## config.mk

```make
export PLATFORM = sky130hd
export DESIGN_NAME = rfdma_channel
export DESIGN_NICKNAME = d
export VERILOG_FILES = /design/src/rtl/rfdma_pkg.sv /design/src/rtl/rfdma_cfg.sv /design/src/rtl/rfdma_range.sv /design/src/rtl/rfdma_arb.sv /design/src/rtl/rfdma_channel.sv
export SDC_FILE = /design/constraint.sdc
export NUM_CORES = 1
export LEC_CHECK = 0
export CAP_MARGIN = 20
export CORE_MARGIN = 2
export CORE_UTILIZATION = 49
export CTS_CLUSTER_SIZE = 14
export DETAILED_ROUTE_END_ITERATION = 10
export PLACE_DENSITY = 0.81
export RECOVER_POWER = 100
export SLEW_MARGIN = 15
export SYNTH_ARGS = -nofsm -noshare
export SYNTH_HDL_FRONTEND = slang
export SYNTH_SLANG_ARGS = --single-unit
```

## constraint.sdc

```tcl
create_clock -name clk -period 5.8 [get_ports clk]
set_input_delay 0.58 -clock clk [delete_from_list [all_inputs] [get_ports clk]]
set_output_delay 0.58 -clock clk [all_outputs]
set_load 0.03 [all_outputs]
```

## src/rtl/rfdma_pkg.sv

```systemverilog
package rfdma_pkg;
    localparam int RF_AW = 8;
    localparam int BW    = 8;

    typedef enum logic [2:0] {
        ST_IDLE,
        ST_RD,
        ST_RWAIT,
        ST_CHK,
        ST_XFER,
        ST_XWAIT,
        ST_WB,
        ST_DONE
    } st_e;

    // descriptor byte slots held in the channel while a request is served
    localparam logic [1:0] SLOT_CNT_HI = 2'd0;
    localparam logic [1:0] SLOT_CNT_LO = 2'd1;
    localparam logic [1:0] SLOT_ADR_HI = 2'd2;
    localparam logic [1:0] SLOT_ADR_LO = 2'd3;
endpackage

```

## src/rtl/rfdma_cfg.sv

```systemverilog
module rfdma_cfg #(
    parameter int AW   = 8,
    parameter int NDIR = 2
) (
    input  logic                           clk,
    input  logic                           rst_n,
    input  logic                           wr,
    input  logic [$clog2(NDIR*2)-1:0]      sel,
    input  logic [AW-1:0]                  wdata,
    output logic [NDIR-1:0][AW-1:0]        cnt_ptr,
    output logic [NDIR-1:0][AW-1:0]        adr_ptr
);
    localparam int NREG = NDIR * 2;

    logic [NREG-1:0][AW-1:0] ptr_q;

    for (genvar g = 0; g < NREG; g++) begin : g_reg
        always_ff @(posedge clk or negedge rst_n) begin
            if (!rst_n)
                ptr_q[g] <= '0;
            else if (wr && sel == g[$clog2(NREG)-1:0])
                ptr_q[g] <= wdata;
        end
    end

    for (genvar d = 0; d < NDIR; d++) begin : g_dir
        assign cnt_ptr[d] = ptr_q[2*d];
        assign adr_ptr[d] = ptr_q[2*d+1];
    end
endmodule

```

## src/rtl/rfdma_range.sv

```systemverilog
module rfdma_range #(
    parameter int          AW    = 8,
    parameter logic [AW:0] LIMIT = 9'h0DF
) (
    input  logic [AW-1:0] ptr,
    output logic          ok
);
    logic [AW:0] top_byte;

    // the odd partner of the pair is the highest byte the pair touches
    assign top_byte = {1'b0, ptr | {{(AW-1){1'b0}}, 1'b1}};
    assign ok       = (top_byte <= LIMIT);
endmodule

```

## src/rtl/rfdma_arb.sv

```systemverilog
module rfdma_arb (
    input  logic idle,
    input  logic rx_req,
    input  logic tx_req,
    output logic gnt,
    output logic gnt_tx
);
    assign gnt    = idle && (rx_req || tx_req);
    assign gnt_tx = !rx_req && tx_req;
endmodule

```

## src/rtl/rfdma_channel.sv

```systemverilog
module rfdma_channel
    import rfdma_pkg::*;
#(
    parameter int          AW    = rfdma_pkg::RF_AW,
    parameter int          DW    = rfdma_pkg::BW,
    parameter logic [AW:0] LIMIT = 9'h0DF
) (
    input  logic            clk,
    input  logic            rst_n,
    input  logic            cfg_wr,
    input  logic [1:0]      cfg_sel,
    input  logic [AW-1:0]   cfg_wdata,
    input  logic            rx_req,
    input  logic            tx_req,
    input  logic [DW-1:0]   rx_data,
    output logic            rx_ack,
    output logic            tx_ack,
    output logic [DW-1:0]   tx_data,
    output logic            rx_eob,
    output logic            tx_eob,
    output logic            cfg_err,
    output logic            rf_en,
    output logic            rf_we,
    output logic [AW-1:0]   rf_addr,
    output logic [DW-1:0]   rf_wdata,
    input  logic [DW-1:0]   rf_rdata,
    output logic            mem_valid,
    output logic            mem_we,
    output logic [2*DW-1:0] mem_addr,
    output logic [DW-1:0]   mem_wdata,
    input  logic [DW-1:0]   mem_rdata,
    input  logic            mem_ready
);
    localparam int MAW = 2 * DW;

    typedef struct packed {
        st_e                  st;
        logic                 tx;
        logic                 rfm;
        logic [AW-1:0]        cbase;
        logic [AW-1:0]        abase;
        logic [1:0]           idx;
        logic                 rv;
        logic [1:0]           ridx;
        logic [3:0][DW-1:0]   b;
        logic [DW-1:0]        data;
        logic                 ack_rx;
        logic                 ack_tx;
        logic                 eob;
        logic                 err;
    } ctx_t;

    ctx_t q, d;

    logic [1:0][AW-1:0] cnt_ptr, adr_ptr;
    logic               gnt, gnt_tx, cnt_ok, adr_ok;
    logic [AW-1:0]      sel_cp, sel_ap;
    logic [MAW-1:0]     cnt16, adr16, new_cnt, new_adr;
    logic [1:0]         last_idx;

    rfdma_cfg #(.AW(AW), .NDIR(2)) u_cfg (
        .clk(clk), .rst_n(rst_n), .wr(cfg_wr), .sel(cfg_sel), .wdata(cfg_wdata),
        .cnt_ptr(cnt_ptr), .adr_ptr(adr_ptr)
    );

    rfdma_arb u_arb (
        .idle(q.st == ST_IDLE), .rx_req(rx_req), .tx_req(tx_req),
        .gnt(gnt), .gnt_tx(gnt_tx)
    );

    assign sel_cp = gnt_tx ? cnt_ptr[1] : cnt_ptr[0];
    assign sel_ap = gnt_tx ? adr_ptr[1] : adr_ptr[0];

    rfdma_range #(.AW(AW), .LIMIT(LIMIT)) u_rng_cnt (.ptr(sel_cp), .ok(cnt_ok));
    rfdma_range #(.AW(AW), .LIMIT(LIMIT)) u_rng_adr (.ptr(sel_ap), .ok(adr_ok));

    assign cnt16    = {q.b[SLOT_CNT_HI], q.b[SLOT_CNT_LO]};
    assign adr16    = {q.b[SLOT_ADR_HI], q.b[SLOT_ADR_LO]};
    assign new_cnt  = cnt16 - 1'b1;
    assign new_adr  = adr16 + 1'b1;
    assign last_idx = q.rfm ? 2'd1 : 2'd3;

    // descriptor slot touched by step k of the read or write-back walk
    function automatic logic [1:0] slot_of(input logic rfm, input logic [1:0] k);
        if (rfm) return (k == 2'd0) ? SLOT_ADR_LO : SLOT_CNT_LO;
        return k;
    endfunction

    function automatic logic [AW-1:0] addr_of(input ctx_t c, input logic [1:0] k);
        logic [AW-1:0] base;
        base = (!c.rfm && k[1]) ? c.abase : c.cbase;
        return base | {{(AW-1){1'b0}}, k[0]};
    endfunction

    always_comb begin
        d         = q;
        d.ack_rx  = 1'b0;
        d.ack_tx  = 1'b0;
        d.eob     = 1'b0;
        d.err     = 1'b0;
        d.rv      = 1'b0;
        rf_en     = 1'b0;
        rf_we     = 1'b0;
        rf_addr   = addr_of(q, q.idx);
        rf_wdata  = '0;
        mem_valid = 1'b0;

        if (q.rv) d.b[slot_of(q.rfm, q.ridx)] = rf_rdata;

        case (q.st)
            ST_IDLE: begin
                if (gnt) begin
                    if (cnt_ok && (sel_cp[0] || adr_ok)) begin
                        d.st    = ST_RD;
                        d.idx   = 2'd0;
                        d.tx    = gnt_tx;
                        d.rfm   = sel_cp[0];
                        d.cbase = sel_cp & ~{{(AW-1){1'b0}}, 1'b1};
                        d.abase = sel_ap & ~{{(AW-1){1'b0}}, 1'b1};
                        d.b     = '0;
                        d.data  = rx_data;
                    end else begin
                        d.err = 1'b1;
                    end
                end
            end
            ST_RD: begin
                rf_en  = 1'b1;
                d.rv   = 1'b1;
                d.ridx = q.idx;
                if (q.idx == last_idx) d.st = ST_RWAIT;
                else                   d.idx = q.idx + 2'd1;
            end
            ST_RWAIT: d.st = ST_CHK;
            ST_CHK: d.st = (cnt16 == '0) ? ST_IDLE : ST_XFER;
            ST_XFER: begin
                if (q.rfm) begin
                    rf_en   = 1'b1;
                    rf_addr = AW'(q.b[SLOT_ADR_LO]);
                    if (!q.tx) begin
                        rf_we    = 1'b1;
                        rf_wdata = q.data;
                        d.st     = ST_WB;
                        d.idx    = 2'd0;
                    end else begin
                        d.st = ST_XWAIT;
                    end
                end else begin
                    mem_valid = 1'b1;
                    if (mem_ready) begin
                        if (q.tx) d.data = mem_rdata;
                        d.st  = ST_WB;
                        d.idx = 2'd0;
                    end
                end
            end
            ST_XWAIT: begin
                d.data = rf_rdata;
                d.st   = ST_WB;
                d.idx  = 2'd0;
            end
            ST_WB: begin
                rf_en = 1'b1;
                rf_we = 1'b1;
                case (slot_of(q.rfm, q.idx))
                    SLOT_CNT_HI: rf_wdata = new_cnt[MAW-1:DW];
                    SLOT_CNT_LO: rf_wdata = new_cnt[DW-1:0];
                    SLOT_ADR_HI: rf_wdata = new_adr[MAW-1:DW];
                    default:     rf_wdata = new_adr[DW-1:0];
                endcase
                if (q.idx == last_idx) begin
                    d.st     = ST_DONE;
                    d.ack_rx = !q.tx;
                    d.ack_tx = q.tx;
                    d.eob    = (new_cnt == '0);
                end else begin
                    d.idx = q.idx + 2'd1;
                end
            end
            ST_DONE: d.st = ST_IDLE;
            default: d.st = ST_IDLE;
        endcase
    end

    always_ff @(posedge clk or negedge rst_n) begin
        if (!rst_n) q <= '0;
        else        q <= d;
    end

    assign rx_ack    = q.ack_rx;
    assign tx_ack    = q.ack_tx;
    assign rx_eob    = q.eob && !q.tx;
    assign tx_eob    = q.eob && q.tx;
    assign cfg_err   = q.err;
    assign tx_data   = q.data;
    assign mem_we    = !q.tx;
    assign mem_addr  = adr16;
    assign mem_wdata = q.data;
endmodule

```

# Word level (Yosys, flattened, before mapping)
# Cells that the tools add are included.
# word_totals
n_memories	0
latch_bits	0
word_cells	140
inputBits	40
rom_bits	0
regBits	100
ram_bits	0
# classes
bitwise_logic	1
eq_ne	23
muxes	58
order_cmp	4
div_mod_pow	0
shifts	0
n_addsub	3
n_mul	0
reduce_logical	30
# op_table
operator	count
8-bit 2-to-1 mux	11
40-bit 2-to-1 mux	2
32-bit 2-to-1 mux	2
8-bit one-hot mux with 3 select lines	2
23-bit 2-to-1 mux	2
32-bit bitwise mux	1
16-bit logical NOT	2
2-bit 2-to-1 mux	14
3-bit 2-to-1 mux	8
3-bit one-hot mux with 8 select lines	1
16-bit by 1-bit adder with 16-bit output, second input constant	1
8-bit demux with 2-bit select	1
8-bit <= comparator, second input constant	2
2-bit inequality test, second input constant	8
8-bit one-hot mux with 2 select lines	1
16-bit by 1-bit subtractor with 16-bit output, second input constant	1
3-bit == test, second input constant	4
6-bit AND reduction	2
1-bit logical AND	11
1-bit 2-to-1 mux	10
2-bit logical NOT	4
8-bit by 1-bit OR with 8-bit output	1
2-bit one-hot mux with 4 select lines	1
2-bit == test, second input constant	3
17 further kinds	24

# Longest topological paths before layout
# depth
depth_word	14
ltp_mapped	9
mapped_depth_nobuf	7

# Hierarchy
# A second synthesis with hierarchy kept.
# hier_totals
hier_cells	624
hier_area_um2	6065.8
# modules_own_cells
module	seq_area_each_um2	cells_each	n_inst	area_each_um2
rfdma_channel	1701.6	552	1	4829.6
rfdma_cfg	800.8	68	1	1212.4
rfdma_arb	0.0	2	1	13.8
rfdma_range	0.0	1	2	5.0

# Worst setup path before layout
# No wires, ideal clock.
# synth_path
kind	flip-flop to output port
startpoint	reg q (netlist bit cnt16[0])
endpoint	out rf_wdata[2]
stages_incl_launch_ff	8
arrival_time_ps	2177
n_path_buf	0
path_slack_ps	3043
t_required_ps	5220
path_cell_list	dfrtp_1 -> inv_1 -> ha_1 -> nor4b_2 -> nand3_1 -> xnor2_1 -> a221oi_1 -> o21ai_0
# synth_between
elab_chain_cells	3
# synth_rtl
element	line	source
start: declaration	rfdma_channel.sv:53	ctx_t q, d;
start signal: assignment	rfdma_channel.sv:186	if (!rst_n) q <= '0;
start signal: assignment	rfdma_channel.sv:187	else q <= d;
16-bit by 1-bit subtractor with 16-bit output	rfdma_channel.sv:79	assign new_cnt = cnt16 - 1'b1;
8-bit one-hot mux with 3 select lines	rfdma_channel.sv:165	case (slot_of(q.rfm, q.idx))
8-bit one-hot mux with 2 select lines	rfdma_channel.sv:110	case (q.st)
end: declaration	rfdma_channel.sv:25	output logic [DW-1:0] rf_wdata,
# Every way passes these cells.

# Worst setup path in the final report
# layout_path
startpoint	reg q[65] in the netlist's numbering
endpoint	out rf_wdata[7]
# layout_between
elab_chain_cells	7
elab_cells_between_ends	10
cone_classes	eq/ne: 2; mux: 7; reduce/logical: 1
# layout_rtl
element	line	source
1-bit 2-to-1 mux	rfdma_channel.sv:85	if (rfm) return (k == 2'd0) ? SLOT_ADR_LO : SLOT_CNT_LO;
1-bit 2-to-1 mux	rfdma_channel.sv:110	
2-bit 2-to-1 mux	rfdma_channel.sv:86	return k;
2-bit 2-to-1 mux	rfdma_channel.sv:110	
2-bit == test (tied with other cells)	rfdma_channel.sv:165	
8-bit one-hot mux with 3 select lines	rfdma_channel.sv:165	
8-bit one-hot mux with 2 select lines (*)	rfdma_channel.sv:110	
# Mark *: on every way between the ends. The rest lies on a longest branch, timed or not. The select of a mux whose other input is x is not followed.

==> results.txt <==
The flow ran to the end, but the final reports show violations. The final reports fail on max-capacitance violations, max-slew violations. The clock buffer count from CTS is 9. The number of cell rows is 40. The number of filler cells placed in the layout came out at 1039. The number of buffers inserted by port buffering came out at 96.

For the worst setup path, the data required time is 5.22 ns. At the end of the flow, the number of nets in the layout was 704. The worst supply voltage drop on vdd came out at 0.000323 V.

The final standard cell utilization of the core came out at 58.2%. The commonest cells after synthesis are sky130_fd_sc_hd__dfrtp_1 (98), sky130_fd_sc_hd__nand2_1 (73), sky130_fd_sc_hd__nor2_1 (51). The effective utilization at floorplan is 49.9%. The arrival time of the worst setup path came out at 4.24 ns. The post-route netlist has 10.5% of its cells at a drive strength greater than 1. Dividing the detail-routed via count by the number of cells gives 5.94. The floorplan die height is 114 um. The clock net sink count came out at 98. The final route contains 4821 vias. The cell with the largest stage delay on the worst path is sky130_fd_sc_hd__nor4_1.

The sequential fraction of the synthesis area came out at 41.2%. The worst setup path is captured at a primary output. After layout, the worst path uses 83.1% of the clock period. The count of antenna diodes in the layout came out at 0. The post-CTS resize count is 0.

Counting flops with an async set or reset pin after synthesis yields a share of 100%. The final hold violation count is 0. The leakage power of the design came out at 3.09 nW. The count of routing violations after the opening detailed-route iteration is 360. The number of optimization iterations in the first detailed-route pass came out at 5. At the end of routability-driven placement, the weighted congestion stood at 1.00. Counting every net in the synthesized netlist gives 660. Entering global routing, the biggest net connects 57 pins. For this run, the total global-route usage over all layers was measured as 25.4%. The TritonCTS clock tree is built. The number of max-slew violations in the final report is 55. The highest net fanout along the worst path is 21. The final sum of negative setup slack came out at 0 ns. The shortest period the worst path allows is 4.82 ns. The path type of the worst setup path is register to primary output.

The post-synthesis instance area is 5950 sq um. The count of distinct cell types in the synthesized netlist is 71. The area of the core came out at 11900 sq um. The worst-case clock buffer depth came out at 2.

In this run the worst hold path is classified as register to register. The power density over the cells came out at 531 nW/um^2. The clock-pin slew on the worst setup and hold paths is 0.07 ns. The synthesis-to-finish area growth came out at 16.5%.

The total of endpoints with negative setup slack in the final report came out at 0. The H-tree generated during clock tree synthesis spans 3 levels. After synthesis, the cell types taking the most area are sky130_fd_sc_hd__dfrtp_1 (41%), sky130_fd_sc_hd__mux2_2 (7.6%), sky130_fd_sc_hd__mux2i_1 (6.9%). In the routed design, unresolved DRC markers number 0. Max-cap violations in this run came to 2. The most used flip-flop cell after synthesis is sky130_fd_sc_hd__dfrtp_1.

The mean cell area of the mapped netlist came out at 9.67 sq um. The cts-stage hold buffer count is 0. The top cell type's share of synthesized area is 41.2%. The per-cell routed wire length came out at 19.4 um.

The design draws 3.68 mW. The delay of the slowest critical-path stage is 1.58 ns. The transition time of the tightest slew-check pin is 2.41 ns. Once detail routing completed, the nets flagged for antenna violations numbered 0. The clock latency of the later-clocked register in the worst-skew pair came out at 0.36 ns. The dominant cell type by area after synthesis is sky130_fd_sc_hd__dfrtp_1. The flip-flop and latch count after synthesis came out at 98. Across all hold checks on the routed design, the worst slack comes to 0.512 ns. Between clock sinks in the finished design, the worst skew comes to 0.0111 ns. Among all cell types in the netlist, the one instantiated most often is sky130_fd_sc_hd__dfrtp_1. The worst setup path is launched from a register.

The critical path goes through inv_1 -> nor4_1 -> a21o_1 -> a221oi_1 -> a21oi_1 -> clkdlybuf4s50_1. Setup repair after global routing left no endpoint under its margin. The number of antenna violations at the first check in global routing came to 0. The root buffer cell chosen for the clock tree is sky130_fd_sc_hd__clkbuf_16. The via count of the first global-routing pass came out at 4881. The setup fix buffers added after clock tree synthesis came out at 0. The die area is 13000 sq um.

The number of synthesized flops with an enable pin is 0. The total grt overflow is 0. The boundary pin count came out at 97. The total wire length came out at 15700 um. The Yosys warning count came out at 0. For this run, the top clock speed supported by timing is 0.207 GHz. The worst pin sits at a relative slew slack of -61.0%. The sum of net half-perimeters after detailed placement is 11700 um.

From left edge to right edge, the die measures 114 um. The gate count after technology mapping is 615. The global-route wire length before repair came out at 25500 um.
-- layout make-up --
| class | instances | area, sq um | area share [%] |
|---|---|---|---|
| multi-input cells | 438 | 2950 | 42.5 |
| flip-flops and latches | 98 | 2450 | 35.4 |
| repair buffers | 100 | 982 | 14.2 |
| clock buffers | 11 | 253 | 3.65 |
| well taps | 147 | 184 | 2.65 |
| clock inverters | 5 | 67.6 | 0.975 |
| inverters | 12 | 45.0 | 0.650 |
-- routing by layer --
metal  routed length [um]  part of all wire, %  track usage [%]
met2                 8110                   52             43.8
met3                  763                  4.9             4.98
met4                  536                  3.4             10.9
met1                 6310                   40             31.1
met5                    0                    0                0
-- through the flow --
| stage | std cells | cell area, sq um | setup WS (ns) |
|---|---|---|---|
| after floorplan | 615 | 5950 | 3.04 |
| after global placement | 795 | 6660 | 2.34 |
| after detailed placement | 795 | 6660 | 2.24 |
| after CTS | 811 | 6980 | 1.86 |
| after global routing | 811 | 6930 | 0.799 |
| final | 811 | 6930 | 0.979 |
-- cell families (layout without fill, tap and decap cells) --
group                    count (synthesis)  after routing  share of synthesized area [%]
AND/OR/NAND/NOR                        210            210                           18.2
buffers and inverters                   79            128                           8.65
AO/OA/AOI/OAI                          118            118                           12.8
flip-flops                              98             98                           41.2
multiplexers                            82             82                           14.7
XOR/XNOR                                23             23                           3.39
adder cells (fa/ha/maj)                  5              5                           1.05
-- sequential cells by signal (all words and copies together) (netlist names) --
register / cells
cfg_err: 1
cnt16: 16
mem_addr: 16
mem_wdata: 8
q: 25
rx_ack: 1
tx_ack: 1
u_cfg.adr_ptr: 14
u_cfg.cnt_ptr: 16
-- power breakdown --
group          leakage [nW]  switching [mW]  internal, mW
registers              1.23           0.344         0.907
clock network         0.159           0.271         0.365
logic                  1.70            1.06         0.736
total                  3.09            1.67          2.01
-- layout by cell type, fill, tap and decap left out, drive strengths merged, types with 3 or more instances in the layout --
master          n
o21ai          40
or3             4
nor3           18
a211oi          3
nand3          10
buf             3
and4b           5
mux2i          42
nand2b          5
dfrtp          98
clkdlybuf4s50  38
clkbuf         13
mux2           40
xnor2          12
inv            15
nand3b          3
a31oi          18
dlygate4sd3    57
a221oi          4
nor2b           4
nand4           8
xor2           11
a21o            3
o2bb2ai         8
ha              5
nor4           10
a21oi          20
nor2           51
nand2          73
nor3b           3
-- critical path, delay by kind of cell, from the launching register on --
kind	cells	cell delay, ns
AND/OR/NAND/NOR	1	1.58
buffers and inverters	2	0.95
flip-flops	1	0.77
AO/OA/AOI/OAI	3	0.56
-- path summary, 6_finish.rpt --
kind | startpoint | depth (start not counted) | endpoint | slack [ns]
hold reg to reg | u_cfg.adr_ptr[11] | 1 | u_cfg.adr_ptr[11] | 0.51
hold / removal | u_cfg.adr_ptr[11] | 1 | u_cfg.adr_ptr[11] | 0.51
setup reg to reg | q[67] | 4 | mem_wdata[4] | 2.79
min in group asynchronous | rst_n | 1 | mem_addr[13] | 0.95
setup / recovery | q[65] | 6 | rf_wdata[7] | 0.98
max in group asynchronous | rst_n | 2 | u_cfg.cnt_ptr[8] | 2.50
(Power assumes the default switching activity.)
